$ cat src/rtl/fbc_pkg.sv
package fbc_pkg;
  localparam logic [3:0] OP_PROG   = 4'd1;
  localparam logic [3:0] OP_ER_S   = 4'd2;
  localparam logic [3:0] OP_ER_M   = 4'd3;
  localparam logic [3:0] OP_ER_L   = 4'd4;
  localparam logic [3:0] OP_PAUSE  = 4'd5;
  localparam logic [3:0] OP_RESUME = 4'd6;
  localparam logic [3:0] OP_SWRST  = 4'd7;
  localparam logic [3:0] OP_SLEEP  = 4'd8;
  localparam logic [3:0] OP_WAKE   = 4'd9;

  typedef enum logic [1:0] {K_IDLE = 2'd0, K_PROG = 2'd1, K_ERASE = 2'd2} kind_e;

  function automatic logic is_erase(input logic [3:0] op);
    return (op == OP_ER_S) || (op == OP_ER_M) || (op == OP_ER_L);
  endfunction
endpackage

$ cat src/rtl/fbc_op_timer.sv
module fbc_op_timer #(
  parameter int CW = 7
) (
  input  logic          clk,
  input  logic          rst_n,
  input  logic          load,
  input  logic [CW-1:0] load_val,
  input  logic          stop,
  output logic          busy,
  output logic [CW-1:0] cnt,
  output logic          done
);
  assign done = busy && (cnt == CW'(1));

  always_ff @(posedge clk or negedge rst_n) begin
    if (!rst_n) begin
      busy <= 1'b0;
      cnt  <= '0;
    end else if (stop) begin
      busy <= 1'b0;
      cnt  <= '0;
    end else if (load) begin
      busy <= 1'b1;
      cnt  <= load_val;
    end else if (busy) begin
      if (cnt == CW'(1)) busy <= 1'b0;
      cnt <= cnt - CW'(1);
    end
  end

  // the last counted cycle ends the busy period
  p_done_ends_r2: assert property (@(posedge clk) disable iff (!rst_n)
    (done && !load && !stop) |=> !busy);
  // a stop always leaves the timer idle
  p_stop_idle_r4: assert property (@(posedge clk) disable iff (!rst_n)
    stop |=> !busy);
endmodule

$ cat src/rtl/fbc_susp_store.sv
module fbc_susp_store #(
  parameter int CW    = 7,
  parameter int SEC_W = 5
) (
  input  logic             clk,
  input  logic             rst_n,
  input  logic             save_p,
  input  logic             save_e,
  input  logic             take_p,
  input  logic             take_e,
  input  logic             clear_all,
  input  logic [CW-1:0]    rem_in,
  input  logic [SEC_W-1:0] sec_in,
  output logic             p_held,
  output logic             e_held,
  output logic [CW-1:0]    p_rem,
  output logic [CW-1:0]    e_rem,
  output logic [SEC_W-1:0] e_sec
);
  always_ff @(posedge clk or negedge rst_n) begin
    if (!rst_n) begin
      p_held <= 1'b0;
      e_held <= 1'b0;
      p_rem  <= '0;
      e_rem  <= '0;
      e_sec  <= '0;
    end else if (clear_all) begin
      p_held <= 1'b0;
      e_held <= 1'b0;
    end else begin
      if (save_p) begin
        p_held <= 1'b1;
        p_rem  <= rem_in;
      end else if (take_p) begin
        p_held <= 1'b0;
      end
      if (save_e) begin
        e_held <= 1'b1;
        e_rem  <= rem_in;
        e_sec  <= sec_in;
      end else if (take_e) begin
        e_held <= 1'b0;
      end
    end
  end

  // only one pause of each kind may be outstanding
  p_single_prog_r5: assert property (@(posedge clk) disable iff (!rst_n)
    save_p |-> !p_held);
  p_single_erase_r5: assert property (@(posedge clk) disable iff (!rst_n)
    save_e |-> !e_held);
  // an erase resumes only after the program pause is gone
  p_order_r5: assert property (@(posedge clk) disable iff (!rst_n)
    take_e |-> !p_held);
endmodule

$ cat src/rtl/fbc_pd_ctl.sv
module fbc_pd_ctl (
  input  logic clk,
  input  logic rst_n,
  input  logic enter,
  input  logic leave,
  input  logic busy_i,
  output logic asleep
);
  always_ff @(posedge clk or negedge rst_n) begin
    if (!rst_n)     asleep <= 1'b0;
    else if (enter) asleep <= 1'b1;
    else if (leave) asleep <= 1'b0;
  end

  // sleep is never entered during a timed operation
  p_no_sleep_busy_r10: assert property (@(posedge clk) disable iff (!rst_n)
    enter |-> !busy_i);
  // sleeping and busy never coexist
  p_sleep_idle_r10: assert property (@(posedge clk) disable iff (!rst_n)
    asleep |-> !busy_i);
endmodule

$ cat src/rtl/flash_busy_ctl.sv
module flash_busy_ctl
  import fbc_pkg::*;
#(
  parameter int SEC_W    = 5,
  parameter int PROG_CYC = 20,
  parameter int ER_S_CYC = 40,
  parameter int ER_M_CYC = 60,
  parameter int ER_L_CYC = 80
) (
  input  logic             clk,
  input  logic             rst_n,
  input  logic             cmd_valid,
  input  logic [3:0]       cmd_op,
  input  logic             cmd_whole,
  input  logic             cmd_confirm,
  input  logic [SEC_W-1:0] cmd_sector,
  input  logic             rst_enable,
  input  logic             op_fail,
  output logic             busy,
  output logic             err_flag,
  output logic             prog_paused,
  output logic             erase_paused,
  output logic             asleep,
  output logic             cmd_accept,
  output logic             cmd_abort,
  output logic             wel_clear
);
  localparam int MAXC = (PROG_CYC > ER_L_CYC) ? PROG_CYC : ER_L_CYC;
  localparam int CW   = $clog2(MAXC + 1);

  function automatic logic [CW-1:0] dur_of(input logic [3:0] op);
    case (op)
      OP_PROG: return CW'(PROG_CYC);
      OP_ER_S: return CW'(ER_S_CYC);
      OP_ER_M: return CW'(ER_M_CYC);
      default: return CW'(ER_L_CYC);
    endcase
  endfunction

  kind_e            kind;
  logic [SEC_W-1:0] op_sec;
  logic             p_fail, e_fail;

  logic             t_load, t_stop, t_done;
  logic [CW-1:0]    t_val, t_cnt;
  logic             save_p, save_e, take_p, take_e, wipe;
  logic [CW-1:0]    p_rem, e_rem;
  logic [SEC_W-1:0] e_sec;
  logic             pd_enter, pd_leave;
  logic             start_p, start_e, finish;
  logic             acc_n, abt_n, welc_n;

  fbc_op_timer #(.CW(CW)) u_timer (
    .clk, .rst_n, .load(t_load), .load_val(t_val), .stop(t_stop),
    .busy, .cnt(t_cnt), .done(t_done)
  );

  fbc_susp_store #(.CW(CW), .SEC_W(SEC_W)) u_susp (
    .clk, .rst_n, .save_p, .save_e, .take_p, .take_e, .clear_all(wipe),
    .rem_in(t_cnt - CW'(1)), .sec_in(op_sec),
    .p_held(prog_paused), .e_held(erase_paused),
    .p_rem, .e_rem, .e_sec
  );

  fbc_pd_ctl u_pd (
    .clk, .rst_n, .enter(pd_enter), .leave(pd_leave), .busy_i(busy), .asleep
  );

  always_comb begin
    t_load = 1'b0; t_val = '0; t_stop = 1'b0;
    save_p = 1'b0; save_e = 1'b0; take_p = 1'b0; take_e = 1'b0; wipe = 1'b0;
    pd_enter = 1'b0; pd_leave = 1'b0;
    start_p = 1'b0; start_e = 1'b0;
    acc_n = 1'b0; abt_n = 1'b0; welc_n = 1'b0;
    if (cmd_valid) begin
      if (asleep) begin
        if (cmd_op == OP_WAKE) begin
          if (cmd_whole) begin pd_leave = 1'b1; acc_n = 1'b1; end
          else abt_n = 1'b1;
        end
      end else if (cmd_op == OP_PROG || is_erase(cmd_op)) begin
        if (!busy) begin
          if (prog_paused || (erase_paused &&
              (is_erase(cmd_op) || cmd_sector == e_sec))) begin
            abt_n = 1'b1; welc_n = 1'b1;
          end else if (!cmd_whole) begin
            abt_n = 1'b1;
          end else begin
            t_load = 1'b1; t_val = dur_of(cmd_op); acc_n = 1'b1;
            start_p = (cmd_op == OP_PROG);
            start_e = !start_p;
          end
        end
      end else begin
        case (cmd_op)
          OP_PAUSE: if (busy && !t_done) begin
            t_stop = 1'b1; acc_n = 1'b1;
            save_p = (kind == K_PROG);
            save_e = (kind == K_ERASE);
          end
          OP_RESUME: if (!busy) begin
            if (prog_paused) begin
              take_p = 1'b1; t_load = 1'b1; t_val = p_rem; acc_n = 1'b1;
            end else if (erase_paused) begin
              take_e = 1'b1; t_load = 1'b1; t_val = e_rem; acc_n = 1'b1;
            end
          end
          OP_SWRST: if (rst_enable && cmd_confirm && cmd_whole) begin
            t_stop = 1'b1; wipe = 1'b1; acc_n = 1'b1;
          end
          OP_SLEEP: if (!busy) begin
            if (cmd_whole) begin pd_enter = 1'b1; acc_n = 1'b1; end
            else abt_n = 1'b1;
          end
          default: ;
        endcase
      end
    end
    finish = t_done && !t_stop;
    if (finish) welc_n = 1'b1;
  end

  always_ff @(posedge clk or negedge rst_n) begin
    if (!rst_n) begin
      kind <= K_IDLE; op_sec <= '0; p_fail <= 1'b0; e_fail <= 1'b0;
      err_flag <= 1'b0; cmd_accept <= 1'b0; cmd_abort <= 1'b0; wel_clear <= 1'b0;
    end else begin
      cmd_accept <= acc_n;
      cmd_abort  <= abt_n;
      wel_clear  <= welc_n;
      if (kind == K_PROG  && busy && op_fail) p_fail <= 1'b1;
      if (kind == K_ERASE && busy && op_fail) e_fail <= 1'b1;
      if (wipe) begin
        kind <= K_IDLE; err_flag <= 1'b0;
      end else if (start_p || take_p) begin
        kind <= K_PROG;
        if (start_p) begin p_fail <= 1'b0; err_flag <= 1'b0; op_sec <= cmd_sector; end
      end else if (start_e || take_e) begin
        kind <= K_ERASE;
        if (start_e) begin e_fail <= 1'b0; err_flag <= 1'b0; op_sec <= cmd_sector; end
        else op_sec <= e_sec;
      end else if (finish || t_stop) begin
        kind <= K_IDLE;
        if (finish)
          err_flag <= (kind == K_PROG) ? (p_fail || op_fail) : (e_fail || op_fail);
      end
    end
  end

  // program into the paused erase sector is refused
  p_conflict_r6: assert property (@(posedge clk) disable iff (!rst_n)
    (cmd_valid && !asleep && !busy && cmd_op == OP_PROG && erase_paused &&
     cmd_sector == e_sec) |=> (cmd_abort && wel_clear && !busy));
  // asleep, non-wake commands change nothing
  p_sleep_ignore_r11: assert property (@(posedge clk) disable iff (!rst_n)
    (cmd_valid && asleep && cmd_op != OP_WAKE) |=> (asleep && !cmd_accept && !busy));
  // incomplete wake keeps the sleep state
  p_wake_partial_r12: assert property (@(posedge clk) disable iff (!rst_n)
    (cmd_valid && asleep && cmd_op == OP_WAKE && !cmd_whole) |=> (asleep && cmd_abort));
  // reset without enable takes no effect
  p_reset_gate_r9: assert property (@(posedge clk) disable iff (!rst_n)
    (cmd_valid && !asleep && cmd_op == OP_SWRST && !rst_enable) |=>
    (!cmd_accept && $stable(erase_paused) && $stable(prog_paused)));
  // an abort never starts an operation
  p_abort_idle_r3: assert property (@(posedge clk) disable iff (!rst_n)
    cmd_abort |-> !$rose(busy));
endmodule

$ cat config.mk
export PLATFORM = sky130hd
export DESIGN_NAME = flash_busy_ctl
export DESIGN_NICKNAME = d
export VERILOG_FILES = /design/src/rtl/fbc_pkg.sv /design/src/rtl/fbc_op_timer.sv /design/src/rtl/fbc_susp_store.sv /design/src/rtl/fbc_pd_ctl.sv /design/src/rtl/flash_busy_ctl.sv
export SDC_FILE = /design/constraint.sdc
export NUM_CORES = 1
export LEC_CHECK = 0
export BUFFER_PORTS_ARGS = -buffer_cell sky130_fd_sc_hd__buf_4
export CORE_UTILIZATION = 47
export CTS_BUF_LIST = sky130_fd_sc_hd__clkbuf_4 sky130_fd_sc_hd__clkbuf_8 sky130_fd_sc_hd__clkbuf_16
export DETAILED_ROUTE_END_ITERATION = 10
export HOLD_SLACK_MARGIN = 0.15
export PLACE_DENSITY = 0.65
export SLEW_MARGIN = 20
export SYNTH_ARGS = -nofsm -noshare
export SYNTH_HDL_FRONTEND = slang
export SYNTH_SLANG_ARGS = --single-unit
$ cat constraint.sdc
create_clock -name clk -period 3.2 [get_ports clk]
set_input_delay 0.48 -clock clk [delete_from_list [all_inputs] [get_ports clk]]
set_output_delay 0.48 -clock clk [all_outputs]
set_load 0.02 [all_outputs]
==> results.json, run 1 <==
{
  "cp-end-kind": "flip-flop",
  "yosys_warnings": 0,
  "layout_commonest_cell": "dfrtp_1",
  "final_hold_viol_count": 0,
  "drive_gt1_share_pct": 24.37,
  "ctsRootBufferMaster": "clkbuf_8",
  "dp_cells": 341,
  "drc": 0,
  "fin_tns_setup_ns": 0,
  "syn_area_per_cell_um2": 9.829,
  "insertion_delay_ns": 0.30,
  "hold_path_class": "in -> async",
  "finalCritPeriodShare_pct": 81.41,
  "finalMaxSlewViolations": 0,
  "first_iter_violations": 199,
  "numClockSinks": 43,
  "startpoint_type": "flip-flop",
  "dpl.hpwl_um": 4240,
  "final_cell_mix": "dfrtp_1, nor2_1, buf_4, nand2_1, a21oi_1",
  "synth-seq-cells": 43,
  "vias_per_cell": 5.736,
  "antenna_cells": 0,
  "tritoncts": "built",
  "crit_fanout": 8,
  "relSlewSlack_pct": 53.72,
  "cts_resized": 0,
  "row_count": 26,
  "io_pins": 24,
  "cts_buffers": 5,
  "setup_viol": 0,
  "grt_pass1_vias": 1939,
  "skew_ns": 0.005666,
  "h-tree-depth": 2,
  "start_util_pct": 48.95,
  "die_h_um": 75.17,
  "fin_nets": 296,
  "clk_path_buf_depth": 2,
  "grt_first_pass_wirelength_um": 9535,
  "vias": 2002,
  "cts_hold_buf": 0,
  "core_area_um2": 5140,
  "rsz0062_at_grt": "no",
  "place_area_um2": 2754,
  "io_buffers": 23,
  "dieArea_um2": 5650,
  "ant_nets": 0,
  "pwr_density_cell_nw_per_um2": 665.6,
  "clock.fmax_ghz": 0.3839,
  "outcome": "finished clean",
  "fillCellCount": 467,
  "grt.overflow.total": 0,
  "cp_data_arrival_time_ns": 2.79,
  "antenna_found_initial": 0,
  "synth.distinct_cells": 60,
  "grtUsageTotal_pct": 23.23,
  "final_area_um2": 2858,
  "worstPathRequired_ns": 3.39,
  "worstMarginPinSlew_ns": 0.6889,
  "peakVddDrop_uv": 318.7,
  "worstSetupPathType": "reg -> reg",
  "post_cts_buffers": 0,
  "final_cells": 349,
  "hold_ws_ns": 0.1659,
  "path_clk_slew_ns": 0.08,
  "grt_start_max_net_pins": 44,
  "wl_um": 5840,
  "synth_area_um2": 2516,
  "min_period_ns": 2.605,
  "wl_per_cell_um": 16.73,
  "syn-num-nets": 274,
  "place.gp.congestion": 0.8403,
  "area_delta_synth_final_pct": 13.58,
  "synth_ff_type": "dfrtp_1",
  "async_flop_share_pct": 100.0,
  "synth-edff-count": 0,
  "power_leakage_nw": 1.267,
  "die_x_um": 75.17,
  "yosysSeqAreaShare_pct": 42.76,
  "drt_first_pass_iters": 4,
  "cap_violations": 0,
  "syn_inst": 256
}
layout make-up:
| type | count | area, um^2 | share of cell area [%] |
|---|---|---|---|
| clock buffers | 7 | 96.34 | 3.371 |
| clock inverters | 1 | 7.507 | 0.2627 |
| inverters | 4 | 15.01 | 0.5254 |
| multi-input cells | 195 | 1358 | 47.50 |
| flip-flops and latches | 43 | 1076 | 37.65 |
| well taps | 70 | 87.58 | 3.065 |
| repair buffers | 29 | 217.7 | 7.618 |
per-stage QoR:
step	total power, mW	setup slack (ns)	util [%]
4_1_cts	1.914	0.6506	55.60
3_5_place_dp	1.525	0.6112	53.58
5_1_grt	2.035	0.4460	55.60
2_1_floorplan	1.305	0.8988	-
3_3_place_gp	1.520	0.5310	53.58
6_report	1.902	0.5949	55.60
synthesized netlist by cell type, types with 2 or more instances:
cell type | count | share of area, %
ha_1 | 2 | 0.99
or4b_1 | 2 | 0.80
nor4_1 | 2 | 0.50
a211oi_1 | 3 | 0.90
nor2_1 | 29 | 4.3
xnor2_1 | 5 | 1.7
a22o_1 | 4 | 1.4
o22ai_1 | 2 | 0.50
a21o_1 | 2 | 0.60
nor3_1 | 4 | 0.80
a221o_1 | 2 | 0.80
a22oi_1 | 2 | 0.60
mux2i_1 | 3 | 1.2
nand2b_1 | 3 | 0.75
nand4_1 | 2 | 0.50
nand2_1 | 22 | 3.3
a31oi_1 | 3 | 0.75
inv_1 | 4 | 0.60
a32oi_1 | 2 | 0.70
a21oi_1 | 17 | 3.4
mux2_4 | 5 | 3.0
dfrtp_1 | 43 | 43
nor2b_1 | 12 | 3.0
clkbuf_1 | 7 | 1.0
mux2_2 | 14 | 6.3
o31ai_1 | 3 | 0.90
o21ai_0 | 4 | 0.80
xor2_1 | 10 | 3.5
buf_2 | 6 | 1.2
a31o_2 | 2 | 0.70
nand3_1 | 6 | 1.2
registers in the layout (all words and copies together) (netlist names), 2 cells and up:
signal / cells
u_susp.e_rem: 7
u_susp.p_rem: 7
u_timer.cnt: 7
op_sec: 5
u_susp.e_sec: 5
kind: 2
report_power, final:
part	switching, mW	total, mW	internal [mW]
clock network	0.184	0.381	0.196
logic	0.381	0.698	0.317
registers	0.143	0.823	0.681
total	0.708	1.90	1.19
per-layer routing:
| metal | share of wire (%) | track usage, % | vias up | wire length (um) |
|---|---|---|---|---|
| li1 | - | - | 967 | - |
| met1 | 46 | 30.76 | 970 | 2700 |
| met2 | 48 | 37.74 | 52 | 2784 |
| met3 | 3.7 | 4.284 | 13 | 217 |
| met4 | 2.4 | 9.465 | 0 | 139 |
| met5 | 0 | 0 | - | 0 |
final timing paths:
path / startpoint / to / slack (ns) / cells after the start
worst max-delay path: u_susp.e_held / op_sec[2] / 0.59 / 6
worst min-delay path: rst_n / e_fail / 0.17 / 1
worst max register to register: u_susp.e_held / op_sec[2] / 0.59 / 6
worst min register to register: op_sec[3] / u_susp.e_sec[3] / 0.50 / 1
max in group asynchronous: rst_n / u_timer.cnt[1] / 2.66 / 1
min in group clk: cmd_whole / cmd_abort / 0.45 / 2
critical path, stage by stage (launching register included):
cell	delay [ns]
dfrtp_1	0.49
nor2_1	0.26
nor2_1	0.10
a211oi_1	0.62
nand3_1	0.25
a221o_1	0.47
mux2_2	0.31
cell families (layout without fill, tap and decap cells):
logic type / count (synthesis) / in the layout / share of synthesized area (%)
adders and majority gates: 2 / 2 / 0.9944
buffers and inverters: 18 / 41 / 3.282
AOI/OAI and AO/OA: 58 / 58 / 16.61
DFF: 43 / 43 / 42.76
xor gates and xnor gates: 15 / 15 / 5.221
muxes: 22 / 22 / 10.44
and+or+nand+nor: 98 / 98 / 20.69
No activity file was read; power rests on OpenSTA's default activity.
==> inputs of run 2 (changes only) <==
==> constraint.sdc (replaced) <==
create_clock -name clk -period 2.6 [get_ports clk]
set_input_delay 0.39 -clock clk [delete_from_list [all_inputs] [get_ports clk]]
set_output_delay 0.39 -clock clk [all_outputs]
set_load 0.02 [all_outputs]
==> run 2 against run 1 <==
Against the previous run: global-route usage rose by 0.47 points; register-to-register slack worse by 0.38 ns; sequential share of layout area is 2.1 points lower; clock power up 6.0%; setup slack worse by 0.38 ns; via count grew 5.8%; cell count increased by 6.9%; wire length rose by 6.3%; first-iteration DRC count down 45%; sequential power up 14%; flip-flop and latch count did not move; critical endpoint is now u_susp.e_sec[1]; largest cell class unchanged.
==> results.json, run 2 (synthesis gave the netlist of run 1 again) <==
{
  "finalCritPeriodShare_pct": 91.81,
  "wl_per_cell_um": 16.64,
  "antenna_found_initial": 0,
  "grt_start_max_net_pins": 44,
  "grtUsageTotal_pct": 23.70,
  "largestRegisters": "u_susp.e_rem: 7 flops, u_susp.p_rem: 7 flops, u_timer.cnt: 7 flops",
  "setup_slack_ns": 0.2130,
  "vias_per_cell": 5.681,
  "reg2reg_from": "u_timer.cnt[1]",
  "numClockSinks": 43,
  "die_x_um": 75.17,
  "clk_path_buf_depth": 2,
  "top_layer_used": "met4",
  "finalMaxSlewViolations": 0,
  "power_leakage_nw": 1.385,
  "setup.worst_path.start": "u_timer.cnt[1]",
  "crit_fanout": 14,
  "cp_slowest_cell": "nor2b_2",
  "row_count": 26,
  "path_delay_family": "simple AND/OR/NAND/NOR gates",
  "drt_first_pass_iters": 4,
  "cts_buffers": 5,
  "endpoint": "u_susp.e_sec[1]",
  "first_iter_violations": 109,
  "worstSetupPathType": "reg -> reg",
  "cp_num_cells": 7,
  "skew_ns": 0.005070,
  "peakVddDrop_uv": 476.5,
  "grt.overflow.total": 0,
  "rr_endpoint": "u_susp.e_sec[1]",
  "die_h_um": 75.17,
  "crit_chain": "inv_1 > ha_1 > or4b_1 > o311ai_1 > or3_1 > nor2b_2 > mux2_2",
  "vias": 2119,
  "antenna_cells": 0,
  "layout_commonest_cell": "buf_4",
  "path_clk_slew_ns": 0.07,
  "core_area_um2": 5140,
  "final_hold_viol_count": 0,
  "area_delta_synth_final_pct": 20.44,
  "place_ws_ns": -0.1829,
  "min_period_ns": 2.387,
  "rsz0062_at_grt": "no",
  "hold_path_class": "in -> reg",
  "io_buffers": 23,
  "slowest_delay_ns": 0.55,
  "cp-end-kind": "flip-flop",
  "setup_viol": 0,
  "grt_pass1_vias": 2059,
  "start_util_pct": 48.95,
  "h-tree-depth": 2,
  "final_cells": 373,
  "relSlewSlack_pct": 56.42,
  "post_cts_buffers": 0,
  "io_pins": 24,
  "insertion_delay_ns": 0.29,
  "worstMarginPinSlew_ns": 0.6508,
  "wl_met2_um": 2968,
  "startpoint_type": "flip-flop",
  "m1WireLength_um": 2749,
  "drc": 0,
  "dpl.hpwl_um": 4739,
  "ant_nets": 0,
  "drive_gt1_share_pct": 30.36,
  "worstPathRequired_ns": 2.78,
  "final_cell_mix": "buf_4, dfrtp_1, nor2_1, nand2_1, a21oi_1",
  "dieArea_um2": 5650,
  "reg2reg_depth": 7,
  "grt_first_pass_wirelength_um": 9818,
  "wl_um": 6205,
  "place.gp.congestion": 0.8810,
  "clock.fmax_ghz": 0.4189,
  "outcome": "finished clean",
  "cp_data_arrival_time_ns": 2.57,
  "ctsRootBufferMaster": "clkbuf_8",
  "pwr_density_cell_nw_per_um2": 795.7,
  "fin_tns_setup_ns": 0,
  "cap_violations": 0,
  "crit_buf_inv": 1,
  "r2r_setup_slack_ns": 0.21,
  "dp_cells": 366,
  "tritoncts": "built",
  "fillCellCount": 461,
  "dr_wl_met3_um": 349,
  "fin_nets": 322
}
[run 2: cell count changes in the layout (fill, tap and decap cells not counted)]
cell,change
clkbuf_8,-2
dlygate4sd3_1,+1
clkinvlp_4,-1
nor2b_2,+1
buf_4,+25
nor2b_1,-1
clkbuf_4,+1
[run 2: layer usage]
| layer | vias up | track usage (%) |
|---|---|---|
| met5 | - | 0 |
| met3 | 13 | 6.158 |
| met4 | 0 | 8.230 |
| li1 | 1012 | - |
| met2 | 78 | 39.64 |
| met1 | 1016 | 29.86 |
[run 2: worst min-delay path by stage]
stage               startpoint    endpoint  slack, ns  cells past startpoint
detailed placement       rst_n  cmd_accept       0.41                      1
floorplan                rst_n   cmd_abort       0.09                      0
CTS                    op_fail      p_fail       0.37                      3
global route           op_fail      p_fail       0.38                      3
global placement         rst_n      p_fail       0.41                      1
finish                 op_fail      p_fail       0.38                      3
[run 2: tightest hold or removal path, stage by stage]
cell,delay [ns]
buf_4,0.09
a31oi_1,0.07
nor2_1,0.08
[run 2: final cells by class]
type	instances	area (um^2)	area share, %
Multi-Input combinational cell	195	1360	44.88
Sequential cell	43	1076	35.51
Timing Repair Buffer	55	415.4	13.71
Tap cell	70	87.58	2.890
Clock buffer	6	76.32	2.519
Inverter	4	15.01	0.4955
[run 2: timing repair]
item / in CTS / in global routing
endpoints found under the setup margin: 9 / 0
resized for setup: 1 / 0
hold endpoints to repair: 43 / 0
hold buffers: 1 / 0
[run 2: stage by stage]
step | hold slack (ns) | cell area, um^2 | power (mW) | util, %
floorplan | 0.09441 | 2516 | 1.606 | -
global placement | 0.4131 | 2942 | 1.999 | 57.23
detailed placement | 0.4128 | 2942 | 2.014 | 57.23
CTS | 0.3688 | 3030 | 2.425 | 58.96
global route | 0.3782 | 3030 | 2.568 | 58.96
finish | 0.3799 | 3030 | 2.411 | 58.96
[run 2: report_power, final]
part / internal, mW / switching (mW) / total (mW)
Clock: 0.190 / 0.215 / 0.404
Sequential: 0.839 / 0.0961 / 0.935
Combinational: 0.494 / 0.578 / 1.07
==> inputs of run 3 (changes only) <==
==> constraint.sdc (replaced) <==
create_clock -name clk -period 2.6 [get_ports clk]
set_input_delay 0.52 -clock clk [delete_from_list [all_inputs] [get_ports clk]]
set_output_delay 0.52 -clock clk [all_outputs]
set_load 0.02 [all_outputs]
==> run 3 against run 2 <==
Against the previous run: first-iteration DRC count increased by 45%; largest cell class unchanged; clock-buffer cell count decreased by 1; register-to-register slack improved by 0.06 ns; die area unchanged; hold slack got worse by 0.18 ns; final area decreased by 4.0%; setup slack improved by 0.058 ns; cell count decreased by 4.3%; largest power group is now registers; sequential share of layout area increased by 1.5 points; sequential power increased by 8%; fmax increased by 2.5%.
==> results.json, run 3 (synthesis gave the netlist of run 1 again) <==
{
  "outcome": "finished clean",
  "start_util_pct": 48.95,
  "final_area_um2": 2910,
  "sw_frac_of_total_pct": 37.77,
  "first_iter_violations": 158,
  "cts_resized": 0,
  "intPower_mw": 1.440,
  "cp-end-kind": "flip-flop",
  "place.gp.congestion": 0.8820,
  "clockPowerShare_pct": 17.6,
  "setup_viol": 0,
  "grt.overflow.total": 0,
  "ctsRootBufferMaster": "clkbuf_8",
  "post_cts_buffers": 0,
  "drt_first_pass_iters": 4,
  "rsz0062_at_grt": "no",
  "antenna_cells": 0,
  "layout_commonest_cell": "dfrtp_1",
  "combPwrFrac_pct": 38.7,
  "core_area_um2": 5140,
  "pwr_density_cell_nw_per_um2": 794.9,
  "power_frac_seq_pct": 43.7,
  "insertion_delay_ns": 0.30,
  "numClockSinks": 43,
  "crit_buf_inv": 1,
  "worstMarginPinSlew_ns": 0.5462,
  "cp_data_arrival_time_ns": 2.51,
  "fillCellCount": 487,
  "peakVddDrop_uv": 343.9,
  "register_area_um2": 1076,
  "cpMostUsedCell": "or4b_1",
  "path_clk_slew_ns": 0.08,
  "grt_first_pass_wirelength_um": 9715,
  "vias": 2047,
  "skew_ns": 0.005502,
  "wl_per_cell_um": 16.45,
  "place_ws_ns": 0.1267,
  "dp_cells": 349,
  "finalMaxSlewViolations": 0,
  "drc": 0,
  "worstPathRequired_ns": 2.79,
  "startpoint_type": "flip-flop",
  "cts_hold_buf": 0,
  "cts_buffers": 5,
  "clk_path_buf_depth": 2,
  "area_delta_synth_final_pct": 15.66,
  "fin_nets": 304,
  "h-tree-depth": 2,
  "io_pins": 24,
  "ant_nets": 0,
  "row_count": 26,
  "cp_slowest_cell": "or4b_1",
  "antenna_found_initial": 0,
  "power_mw": 2.313,
  "grtUsageTotal_pct": 23.26,
  "setup_slack_ns": 0.2709,
  "grt_start_max_net_pins": 44,
  "die_h_um": 75.17,
  "drive_gt1_share_pct": 26.48,
  "grt_pass1_vias": 1980,
  "place_area_um2": 2826,
  "final_cells": 357,
  "cap_violations": 0,
  "die_x_um": 75.17,
  "fin_tns_setup_ns": 0,
  "io_buffers": 23,
  "vias_per_cell": 5.734,
  "clock.fmax_ghz": 0.4294,
  "switchingPower_mw": 0.8739,
  "worstSetupPathType": "reg -> reg",
  "dpl.hpwl_um": 4394,
  "power_leakage_nw": 1.307,
  "final_hold_viol_count": 0,
  "slowest_delay_ns": 0.59,
  "crit_fanout": 4,
  "min_period_ns": 2.329,
  "wl_um": 5872,
  "relSlewSlack_pct": 63.59,
  "largestRegisters": "u_susp.e_rem: 7 flops, u_susp.p_rem: 7 flops, u_timer.cnt: 7 flops",
  "tritoncts": "built",
  "hold_path_class": "in -> async",
  "crit_chain": "inv_1 > ha_1 > or4b_1 > or4b_1 > nor3b_2 > a221o_1",
  "multi_input_area_um2": 1358,
  "path_delay_family": "simple AND/OR/NAND/NOR gates",
  "finalCritPeriodShare_pct": 89.58,
  "dieArea_um2": 5650,
  "final_cell_mix": "dfrtp_1, buf_4, nor2_1, nand2_1, a21oi_1"
}
==> run 3: changes by cell type in the layout (fill, tap and decap cells not counted), sizes merged <==
cell	before	now
dlygate4sd3	1	0
clkinv	0	3
clkbuf	6	5
buf	54	37
==> run 3: path summary, 6_finish.rpt <==
check,from,end,slack (ns),cells after the start
max,u_timer.cnt[1],kind[0],0.27,6
min,rst_n,p_fail,0.20,1
max in group asynchronous,rst_n,u_timer.cnt[1],2.02,1
min reg2reg,p_fail,p_fail,0.50,2
max reg2reg,u_timer.cnt[1],kind[0],0.27,6
min in group clk,cmd_whole,cmd_abort,0.50,2
==> run 3: power by group through the flow <==
stage	Combinational, mW	Sequential, mW	Clock, mW
2_1_floorplan	0.623	0.984	0
3_3_place_gp	0.883	1.02	0
3_5_place_dp	0.895	1.02	0
4_1_cts	0.898	1.01	0.429
5_1_grt	0.988	1.04	0.452
6_report	0.895	1.01	0.407
==> run 3: area by class of cell <==
cell class / count / share of cell area, %
clock buffers: 5 / 2.365
clock inverters: 3 / 0.5159
inverters: 4 / 0.5159
multi-input cells: 195 / 46.65
flip-flops and latches: 43 / 36.97
well taps: 70 / 3.009
repair buffers: 37 / 9.974
==> run 3: per-layer routing <==
layer	part of all wire, %	track usage [%]
met5	0	0
met1	45	30.52
met2	47	37.34
met4	1.9	9.877
met3	5.6	4.953
==> run 3: stage by stage <==
| stage | utilization, % | hold WS (ns) |
|---|---|---|
| floorplan | - | 0.2244 |
| global placement | 54.99 | 0.4800 |
| detailed placement | 54.99 | 0.4909 |
| CTS | 56.62 | 0.2181 |
| global route | 56.62 | 0.2404 |
| finish | 56.62 | 0.1970 |
